--- config.mk ---
export PLATFORM = sky130hd
export DESIGN_NAME = uart_rx_err
export DESIGN_NICKNAME = d
export VERILOG_FILES = /design/src/rtl/uart_rx_pkg.sv /design/src/rtl/uart_rx_sync.sv /design/src/rtl/uart_rx_sampler.sv /design/src/rtl/uart_rx_regs.sv /design/src/rtl/uart_rx_err.sv
export SDC_FILE = /design/constraint.sdc
export NUM_CORES = 1
export LEC_CHECK = 0
export CAP_MARGIN = 20
export CELL_PAD_IN_SITES_DETAIL_PLACEMENT = 0
export CELL_PAD_IN_SITES_GLOBAL_PLACEMENT = 1
export CORE_UTILIZATION = 32
export DETAILED_ROUTE_END_ITERATION = 8
export GPL_TIMING_DRIVEN = 0
export MAX_ROUTING_LAYER = met4
export PLACE_DENSITY = 0.64
export SYNTH_ARGS = -nofsm -noshare
export SYNTH_HDL_FRONTEND = slang
export SYNTH_SLANG_ARGS = --single-unit
--- constraint.sdc ---
create_clock -name clk -period 1.8 [get_ports clk]
set_input_delay 0.54 -clock clk [delete_from_list [all_inputs] [get_ports clk]]
set_output_delay 0.54 -clock clk [all_outputs]
set_load 0.01 [all_outputs]
--- src/rtl/uart_rx_pkg.sv ---
package uart_rx_pkg;

  typedef enum logic [1:0] {
    PAR_NONE   = 2'b00,
    PAR_EVEN   = 2'b01,
    PAR_ODD    = 2'b10,
    PAR_IGNORE = 2'b11
  } par_mode_e;

  typedef enum logic [2:0] {
    RX_IDLE,
    RX_START,
    RX_DATA,
    RX_PARITY,
    RX_STOP
  } rx_state_e;

  localparam int STAT_W = 3;
  localparam int ST_OVR = 0;
  localparam int ST_FRM = 1;
  localparam int ST_PAR = 2;

  // ones_odd is the XOR of the data bits; returns 1 on a checked mismatch
  function automatic logic parity_bad(input par_mode_e mode, input logic ones_odd,
                                      input logic pbit);
    case (mode)
      PAR_EVEN: parity_bad = ones_odd ^ pbit;
      PAR_ODD:  parity_bad = ~(ones_odd ^ pbit);
      default:  parity_bad = 1'b0;
    endcase
  endfunction

endpackage

--- src/rtl/uart_rx_sync.sv ---
module uart_rx_sync #(
  parameter int STAGES = 2
) (
  input  logic clk,
  input  logic rst_n,
  input  logic d,
  output logic q
);
  logic [STAGES-1:0] pipe_q;

  always_ff @(posedge clk or negedge rst_n) begin
    if (!rst_n) pipe_q <= '1;
    else        pipe_q <= {pipe_q[STAGES-2:0], d};
  end

  assign q = pipe_q[STAGES-1];
endmodule

--- src/rtl/uart_rx_sampler.sv ---
module uart_rx_sampler
  import uart_rx_pkg::*;
#(
  parameter int TICKS_PER_BIT = 16,
  parameter int DATA_W        = 8
) (
  input  logic              clk,
  input  logic              rst_n,
  input  logic              tick,
  input  logic              rx,
  input  logic [1:0]        par_mode,
  output logic              ev_par,
  output logic              ev_done,
  output logic              par_err,
  output logic              frm_err,
  output logic [DATA_W-1:0] data
);
  localparam int CNT_W = $clog2(TICKS_PER_BIT);
  localparam int IDX_W = $clog2(DATA_W);
  localparam logic [CNT_W-1:0] MID   = CNT_W'(TICKS_PER_BIT / 2 - 1);
  localparam logic [CNT_W-1:0] LAST  = CNT_W'(TICKS_PER_BIT - 1);
  localparam logic [IDX_W-1:0] DLAST = IDX_W'(DATA_W - 1);

  rx_state_e         state_q;
  logic [CNT_W-1:0]  cnt_q;
  logic [IDX_W-1:0]  idx_q;
  logic [DATA_W-1:0] shift_q;
  logic              perr_q, ferr_q, ev_par_q, ev_done_q;
  logic              at_mid, at_bit;
  par_mode_e         mode;

  assign at_mid = (cnt_q == MID);
  assign at_bit = (cnt_q == LAST);
  assign mode   = par_mode_e'(par_mode);

  always_ff @(posedge clk or negedge rst_n) begin
    if (!rst_n) begin
      state_q   <= RX_IDLE;
      cnt_q     <= '0;
      idx_q     <= '0;
      shift_q   <= '0;
      perr_q    <= 1'b0;
      ferr_q    <= 1'b0;
      ev_par_q  <= 1'b0;
      ev_done_q <= 1'b0;
    end else begin
      ev_par_q  <= 1'b0;
      ev_done_q <= 1'b0;
      if (tick) begin
        case (state_q)
          RX_IDLE: begin
            if (!rx) begin
              state_q <= RX_START;
              cnt_q   <= '0;
            end
          end
          RX_START: begin
            if (at_mid) begin
              cnt_q   <= '0;
              idx_q   <= '0;
              perr_q  <= 1'b0;
              state_q <= rx ? RX_IDLE : RX_DATA;
            end else begin
              cnt_q <= cnt_q + 1'b1;
            end
          end
          RX_DATA: begin
            if (at_bit) begin
              cnt_q   <= '0;
              shift_q <= {rx, shift_q[DATA_W-1:1]};
              if (idx_q == DLAST) state_q <= (mode == PAR_NONE) ? RX_STOP : RX_PARITY;
              else                idx_q   <= idx_q + 1'b1;
            end else begin
              cnt_q <= cnt_q + 1'b1;
            end
          end
          RX_PARITY: begin
            if (at_bit) begin
              cnt_q    <= '0;
              perr_q   <= parity_bad(mode, ^shift_q, rx);
              ev_par_q <= 1'b1;
              state_q  <= RX_STOP;
            end else begin
              cnt_q <= cnt_q + 1'b1;
            end
          end
          RX_STOP: begin
            if (at_bit) begin
              cnt_q     <= '0;
              ferr_q    <= !rx;
              ev_done_q <= 1'b1;
              state_q   <= RX_IDLE;
            end else begin
              cnt_q <= cnt_q + 1'b1;
            end
          end
          default: state_q <= RX_IDLE;
        endcase
      end
    end
  end

  assign ev_par  = ev_par_q;
  assign ev_done = ev_done_q;
  assign par_err = perr_q;
  assign frm_err = ferr_q;
  assign data    = shift_q;
endmodule

--- src/rtl/uart_rx_regs.sv ---
module uart_rx_regs
  import uart_rx_pkg::*;
#(
  parameter int DATA_W = 8
) (
  input  logic              clk,
  input  logic              rst_n,
  input  logic              ev_par,
  input  logic              ev_done,
  input  logic              par_err,
  input  logic              frm_err,
  input  logic [DATA_W-1:0] data,
  input  logic              err_mask,
  input  logic              rd_en,
  input  logic              rd_sel,
  output logic [DATA_W-1:0] rd_data,
  output logic              buf_full,
  output logic [STAT_W-1:0] status,
  output logic              irq_err,
  output logic              irq_done
);
  logic [DATA_W-1:0] buf_q;
  logic [STAT_W-1:0] stat_q;
  logic              full_q, ierr_q, idone_q, pend_q;
  logic              buf_rd, ovr;
  logic [STAT_W-1:0] frame_stat;

  assign buf_rd = rd_en && rd_sel;
  assign ovr    = full_q && !buf_rd;

  always_comb begin
    frame_stat         = '0;
    frame_stat[ST_PAR] = par_err;
    frame_stat[ST_FRM] = frm_err;
    frame_stat[ST_OVR] = ovr;
  end

  always_ff @(posedge clk or negedge rst_n) begin
    if (!rst_n) begin
      buf_q   <= '0;
      stat_q  <= '0;
      full_q  <= 1'b0;
      ierr_q  <= 1'b0;
      idone_q <= 1'b0;
      pend_q  <= 1'b0;
    end else begin
      ierr_q  <= 1'b0;
      pend_q  <= 1'b0;
      idone_q <= pend_q;
      if (buf_rd) begin
        stat_q <= '0;
        full_q <= 1'b0;
      end
      if (ev_par && par_err) begin
        stat_q         <= '0;
        stat_q[ST_PAR] <= 1'b1;
        ierr_q         <= 1'b1;
      end
      if (ev_done) begin
        buf_q  <= data;
        full_q <= 1'b1;
        stat_q <= frame_stat;
        ierr_q <= frm_err || ovr;
        pend_q <= !(err_mask && (|frame_stat));
      end
    end
  end

  assign rd_data  = rd_sel ? buf_q : {{(DATA_W-STAT_W){1'b0}}, stat_q};
  assign buf_full = full_q;
  assign status   = stat_q;
  assign irq_err  = ierr_q;
  assign irq_done = idone_q;
endmodule

--- src/rtl/uart_rx_err.sv ---
module uart_rx_err
  import uart_rx_pkg::*;
#(
  parameter int TICKS_PER_BIT = 16,
  parameter int DATA_W        = 8,
  parameter int SYNC_STAGES   = 2
) (
  input  logic              clk,
  input  logic              rst_n,
  input  logic              sample_tick,
  input  logic              rxd,
  input  logic [1:0]        par_mode,
  input  logic              err_mask,
  input  logic              rd_en,
  input  logic              rd_sel,
  output logic [DATA_W-1:0] rd_data,
  output logic              buf_full,
  output logic              irq_err,
  output logic              irq_done
);
  logic              rx_s;
  logic              ev_par, ev_done, par_err, frm_err;
  logic [DATA_W-1:0] rx_byte;
  logic [STAT_W-1:0] status_w;

  uart_rx_sync #(.STAGES(SYNC_STAGES)) u_sync (
    .clk(clk), .rst_n(rst_n), .d(rxd), .q(rx_s)
  );

  uart_rx_sampler #(.TICKS_PER_BIT(TICKS_PER_BIT), .DATA_W(DATA_W)) u_sampler (
    .clk(clk), .rst_n(rst_n), .tick(sample_tick), .rx(rx_s), .par_mode(par_mode),
    .ev_par(ev_par), .ev_done(ev_done), .par_err(par_err), .frm_err(frm_err),
    .data(rx_byte)
  );

  uart_rx_regs #(.DATA_W(DATA_W)) u_regs (
    .clk(clk), .rst_n(rst_n), .ev_par(ev_par), .ev_done(ev_done),
    .par_err(par_err), .frm_err(frm_err), .data(rx_byte), .err_mask(err_mask),
    .rd_en(rd_en), .rd_sel(rd_sel), .rd_data(rd_data), .buf_full(buf_full),
    .status(status_w), .irq_err(irq_err), .irq_done(irq_done)
  );
endmodule

---- After elaboration in Yosys (flattened, before gate mapping) ----
Index checks and enable logic that the tools add are counted.
storage, ports and cells
  bits in registers ....................... 39
  word-level logic and storage cells ...... 94
operators by class
  $add $sub $neg .......................... 2
  equality and inequality tests ........... 16
  mux-type cells .......................... 35
  bitwise gates (word level) .............. 2
  reduce and logical (&&, ||, !) cells .... 24
operator list
  cell                   count
  $mux W3                13
  $pmux W3 S5            1
  $mux W1                12
  $mux W4                3
  $pmux W4 S3            1
  $ne A2 B1 Y1 const B   5
  $reduce_and A3 Y1      3
  $mux W8                1
  $reduce_xor A8 Y1      1
  $reduce_and A7 Y1      1
  $eq A3 B2 Y1 const B   2
  $eq A3 B3 Y1 const B   2
  $pmux W3 S2            1
  $reduce_bool A2 Y1     3
  $reduce_bool A3 Y1     2
  $reduce_or A3 Y1       2
  $reduce_and A5 Y1      1
  $add A4 B1 Y4 const B  1
  $eq A4 B3 Y1 const B   1
  $eq A4 B4 Y1 const B   1
  $logic_and A1 B1 Y1    4
  $ne A2 B2 Y1 const B   2
  $pmux W1 S2            2
  $reduce_and A4 Y1      1
  11 further kinds       13

---- Depth between registers and ports, before layout ----
  depth in word-level cells ............... 7
  gate-level depth with buffers ........... 6
  mapped depth without buffers ............ 6

---- By module ----
Synthesis repeated with hierarchy kept, for this count alone.
unflattened totals
  cell total of the unflattened synthesis .. 168
  area total of the unflattened synthesis .. 2013.2 um^2
by module, submodules not included
  module           times used  cells each  area each (um^2)
  uart_rx_sampler  1           115         1300.0
  uart_rx_regs     1           51          660.6
  uart_rx_sync     1           2           52.6

---- Worst setup path after synthesis ----
OpenSTA, ideal clock, no wires.
  path kind ............................... input port to output port
  start point ............................. input port rd_sel
  end point ............................... output port rd_data[0]
  data arrival time ....................... 1.154 ns
  required time ........................... 1.260 ns
  path slack .............................. 0.106 ns
  cell stages on the path ................. 2
  path buffers ............................ 1
  cells stage by stage .................... clkbuf_1 mux2_2
between the ends
  cells in the longest elaborated chain, start to end .. 1
RTL lines
  what                line                RTL
  start: declaration  uart_rx_err.sv:15   input logic rd_sel,
  $mux W8             uart_rx_regs.sv:69  assign rd_data = rd_sel ? buf_q : {{(DATA_W-STAT_W){1'b0}}, stat_q};
  end: declaration    uart_rx_err.sv:16   output logic [DATA_W-1:0] rd_data,
No other way between the ends.

---- Final worst setup path ----
  start point ............................. register u_sampler.cnt_q[3]
  end point ............................... register u_sampler.state_q[2]
between the ends
  cells in the longest elaborated chain, start to end .. 3
  elaborated cells between the ends (all ways) .. 7
  those cells by class .................... eq/ne: 6; reduce/logical: 1
RTL lines
  what                                          line                                          RTL
  start: declaration                            uart_rx_sampler.sv:25                         logic [CNT_W-1:0] cnt_q;
  start signal: assignment                      uart_rx_sampler.sv:64                         cnt_q <= cnt_q + 1'b1;
  start signal: assignment                      uart_rx_sampler.sv:74                         cnt_q <= cnt_q + 1'b1;
  start signal: assignment                      uart_rx_sampler.sv:84                         cnt_q <= cnt_q + 1'b1;
  $eq A4 B4 Y1 or $eq A4 B3 Y1 (tied branches)  uart_rx_sampler.sv:33, uart_rx_sampler.sv:32
  $ne A2 B1 Y1 (no line)                        --
  $reduce_and A7 Y1 (no line) *                 --
  end signal: assignment                        uart_rx_sampler.sv:62                         state_q <= rx ? RX_IDLE : RX_DATA;
  end signal: assignment                        uart_rx_sampler.sv:71                         if (idx_q == DLAST) state_q <= (mode == PAR_NONE) ? RX_STOP : RX_PARITY;
  end: declaration                              uart_rx_sampler.sv:24                         rx_state_e state_q;
Every way passes the cells marked *; elsewhere a longest branch is shown, timed or not.
A chain may end at the register's enable or synchronous reset.

==> key figures <==
Floorplanning
  – DIE HEIGHT: 80.0 µm
  – # rows: 28
  – Core box area: 5890 µm²
  – Initial core utilization: 0.331
  – Num ports: 20
  – Die area: 6400 µm²
  – Die width: 80.0 µm

Pwr
  – Leak Pwr: 1.12 nW
  – Power Density: 912 nW/µm²
  – Total power: 2.14 mW
  – Maximum vdd drop: 416 µV

GRT
  – Global-route congestion overflow total: 0
  – Vias in the first global route: 1277
  – Total Routing Usage GR: 0.131
  – Initial antenna violation count: 0
  – First-pass GRT wire length: 6130 µm
  – Largest net degree at the start of global routing: 40

Yosys
  – Synth top area share: 0.475
  – Post-synth top area cell: dfrtp_1
  – Synth Flop Type: dfrtp_1
  – Xor-xnor portion of the synthesized cell area: 0.0533
  – Register area share after synthesis: 0.502
  – Avg Inst Size Synth: 12.0 µm²
  – Synthesized area: 1950 µm²
  – Post-synthesis cell count: 162
  – Mux share of post-synthesis cell area: 0.139
  – Net Count, Synth: 174
  – Synth Area in Compound Gates: 0.110
  – Synth warn: 0
  – Post-synth cell types: 44
  – Post-Synth Adder-Cell Area: 0.0193
  – Synth area leaders: dfrtp_1 48%, mux2_2 13%, dfstp_2 2.7%
  – Synth Register Bits: 39
  – Synth async-reset ratio: 1.00
  – Largest family of logic cells by synthesized area: simple AND/OR/NAND/NOR gates
  – EDFF count, synth: 0
  – Simple-gate share of the synthesized area: 0.149

Placement
  – Detailed-placement wirelength estimate: 2510 µm
  – GP Congestion: 0.812
  – IO buf count: 18

Timing
  – Hold_ws: 0.352 ns
  – Period minus WS final: 1.74 ns
  – Tightest Pin Transition: 0.840 ns
  – Period utilization: 0.965
  – Clk_skew: 0.0100 ns
  – Final Hold Fails: 0
  – Final setup vio count: 0
  – F_max: 576 MHz
  – RSZ-0062 raised after global routing: false
  – Rel. slew slack: 0.440
  – Max-slew violations: 0

Detailed routing
  – DR WL/cell: 13.5 µm
  – DRT Pass-1 Iters: 4
  – Via count: 1345
  – Residual DRC count: 0
  – Routed wire length: 3560 µm
  – ANT nets after route: 0
  – Initial DRC count: 61
  – Vias/cell: 5.11

Critical path
  – Crit path max fanout: 6
  – Crit path kind: reg -> reg
  – CP arrival: 1.90 ns
  – Buffer and inverter count on the worst path: 0
  – WP data required: 1.96 ns
  – CP Cell Sequence: or3_1 -> a21oi_4 -> o211a_4 -> mux2_1
  – Worst path slowest cell: dfrtp_1
  – Crit path max-delay family: flip-flops
  – Critical path endpoint category: flop
  – CP startpoint kind: flop
  – CP max stage delay: 0.44 ns

Clock network
  – Total CTS buffers: 5
  – Post-CTS Hold Fix Bufs: 0
  – Maximum clock path buffer count: 2
  – CTS tree: built
  – Clk Latency, worst-skew pair: 0.29 ns
  – Clock root cell: clkbuf_8
  – # clock sinks: 39
  – Reg clk slew, reported paths: 0.08 ns
  – H-tree levels: 2

Run
  – Maxcap violations: 0

Finish
  – Final nets: 200
  – Commonest non-fill, non-tap cell in the layout: dfrtp_1
  – Final core utilization: 0.398
  – Layout area overhead: 20.4%
  – Commonest cells after routing, fill and taps aside: 37 x dfrtp_1, 22 x mux2_2, 8 x nand2_1, 8 x clkdlybuf4s50_1
  – Layout cell share with drive strength beyond 1: 0.287
  – Antenna cells: 0

Min path
  – Worst hold path class: in -> async

Run status
  – Status: completed
state kept, by name, indices dropped and copies added (netlist names), 2 cells and up:
signal,count
u_regs.status,3
u_sync.pipe_q,2
u_sampler.cnt_q,4
u_sampler.idx_q,3
u_regs.buf_q,8
u_sampler.data,8
u_sampler.state_q,3
worst paths after layout:
check | from | endpoint | slack, ns | depth (start not counted)
setup / recovery | u_sampler.cnt_q[3] | u_sampler.state_q[2] | 0.06 | 4
hold / removal | rst_n | u_regs.buf_q[4] | 0.35 | 1
setup reg to reg | u_sampler.cnt_q[3] | u_sampler.state_q[2] | 0.06 | 4
hold reg to reg | u_regs.pend_q | u_regs.irq_done | 0.35 | 0
max in group asynchronous | rst_n | u_sampler.state_q[2] | 0.91 | 1
min in group clk | u_regs.pend_q | u_regs.irq_done | 0.35 | 0
kinds of logic after synthesis:
family / Yosys count
buffers and inverters: 11
xor gates and xnor gates: 7
AOI/OAI and AO/OA: 29
muxes: 24
and+or+nand+nor: 49
DFF: 39
adders and majority gates: 3
stage by stage:
step | instances | setup slack (ns) | TNS [ns] | instance area, µm²
6_report | 263 | 0.0631 | 0 | 2340
5_1_grt | 263 | 0.0114 | 0 | 2340
4_1_cts | 263 | 0.0103 | 0 | 2310
3_5_place_dp | 255 | -0.536 | -8.77 | 2220
3_3_place_gp | 255 | -0.704 | -34.94 | 2220
2_1_floorplan | 162 | 0.106 | 0 | 1950
final cells by class:
cell class                      instances  area (µm²)
Fill cell                             565        3540
Clock buffer                            6        82.6
Buffer                                  7        47.5
Tap cell                               75        93.8
Inverter                                4        15.0
Clock inverter                          1        5.00
Timing Repair Buffer                   19         164
Multi-Input combinational cell        112         958
Sequential cell                        39         978
worst reg2reg max path: cells and delay by family (launching register included):
kind / cells / cell delay (ns)
flops: 1 / 0.44
simple gates: 1 / 0.43
compound gates: 2 / 0.41
mux: 1 / 0.33
cell usage after synthesis (2+ instances only):
library cell / count
nand3_1: 2
dfstp_2: 2
o21bai_1: 2
o31ai_1: 3
o21ai_0: 7
nor4_1: 8
and2_1: 6
a21o_1: 2
a22o_1: 2
nor2_1: 8
and3_1: 3
o211ai_1: 2
dfrtp_1: 37
nand4_1: 2
xnor2_1: 4
mux2_2: 22
clkbuf_1: 3
mux2_1: 2
or2_2: 2
nand2_1: 8
a21oi_1: 2
inv_1: 4
xnor3_1: 2
nand2b_1: 2
buf_2: 3
ha_1: 3
o21ai_2: 2
per-layer routing:
| metal | wire [µm] | global-route usage | share of wire | vias up |
|---|---|---|---|---|
| li1 | - | - | - | 638 |
| met1 | 1740 | 0.165 | 0.49 | 672 |
| met2 | 1620 | 0.202 | 0.45 | 29 |
| met3 | 150 | 0.0343 | 0.042 | 6 |
| met4 | 52 | 0.0482 | 0.015 | 0 |
| met5 | 0 | - | 0 | - |
report_power, final:
group          internal [mW]  total (mW)  switching (mW)  leakage (nW)
registers              0.977        1.09           0.115         0.518
logic                  0.256       0.453           0.198         0.550
clock network          0.301       0.593           0.292        0.0470
total                   1.53        2.14           0.605          1.12
timing repair:
action | 4_1_cts | 5_1_grt
pin swaps | 2 | 2
setup buffers | 1 | 0
gates resized for setup | 15 | 11
setup endpoints to repair | 18 | 15
(Power assumes the default switching activity.)
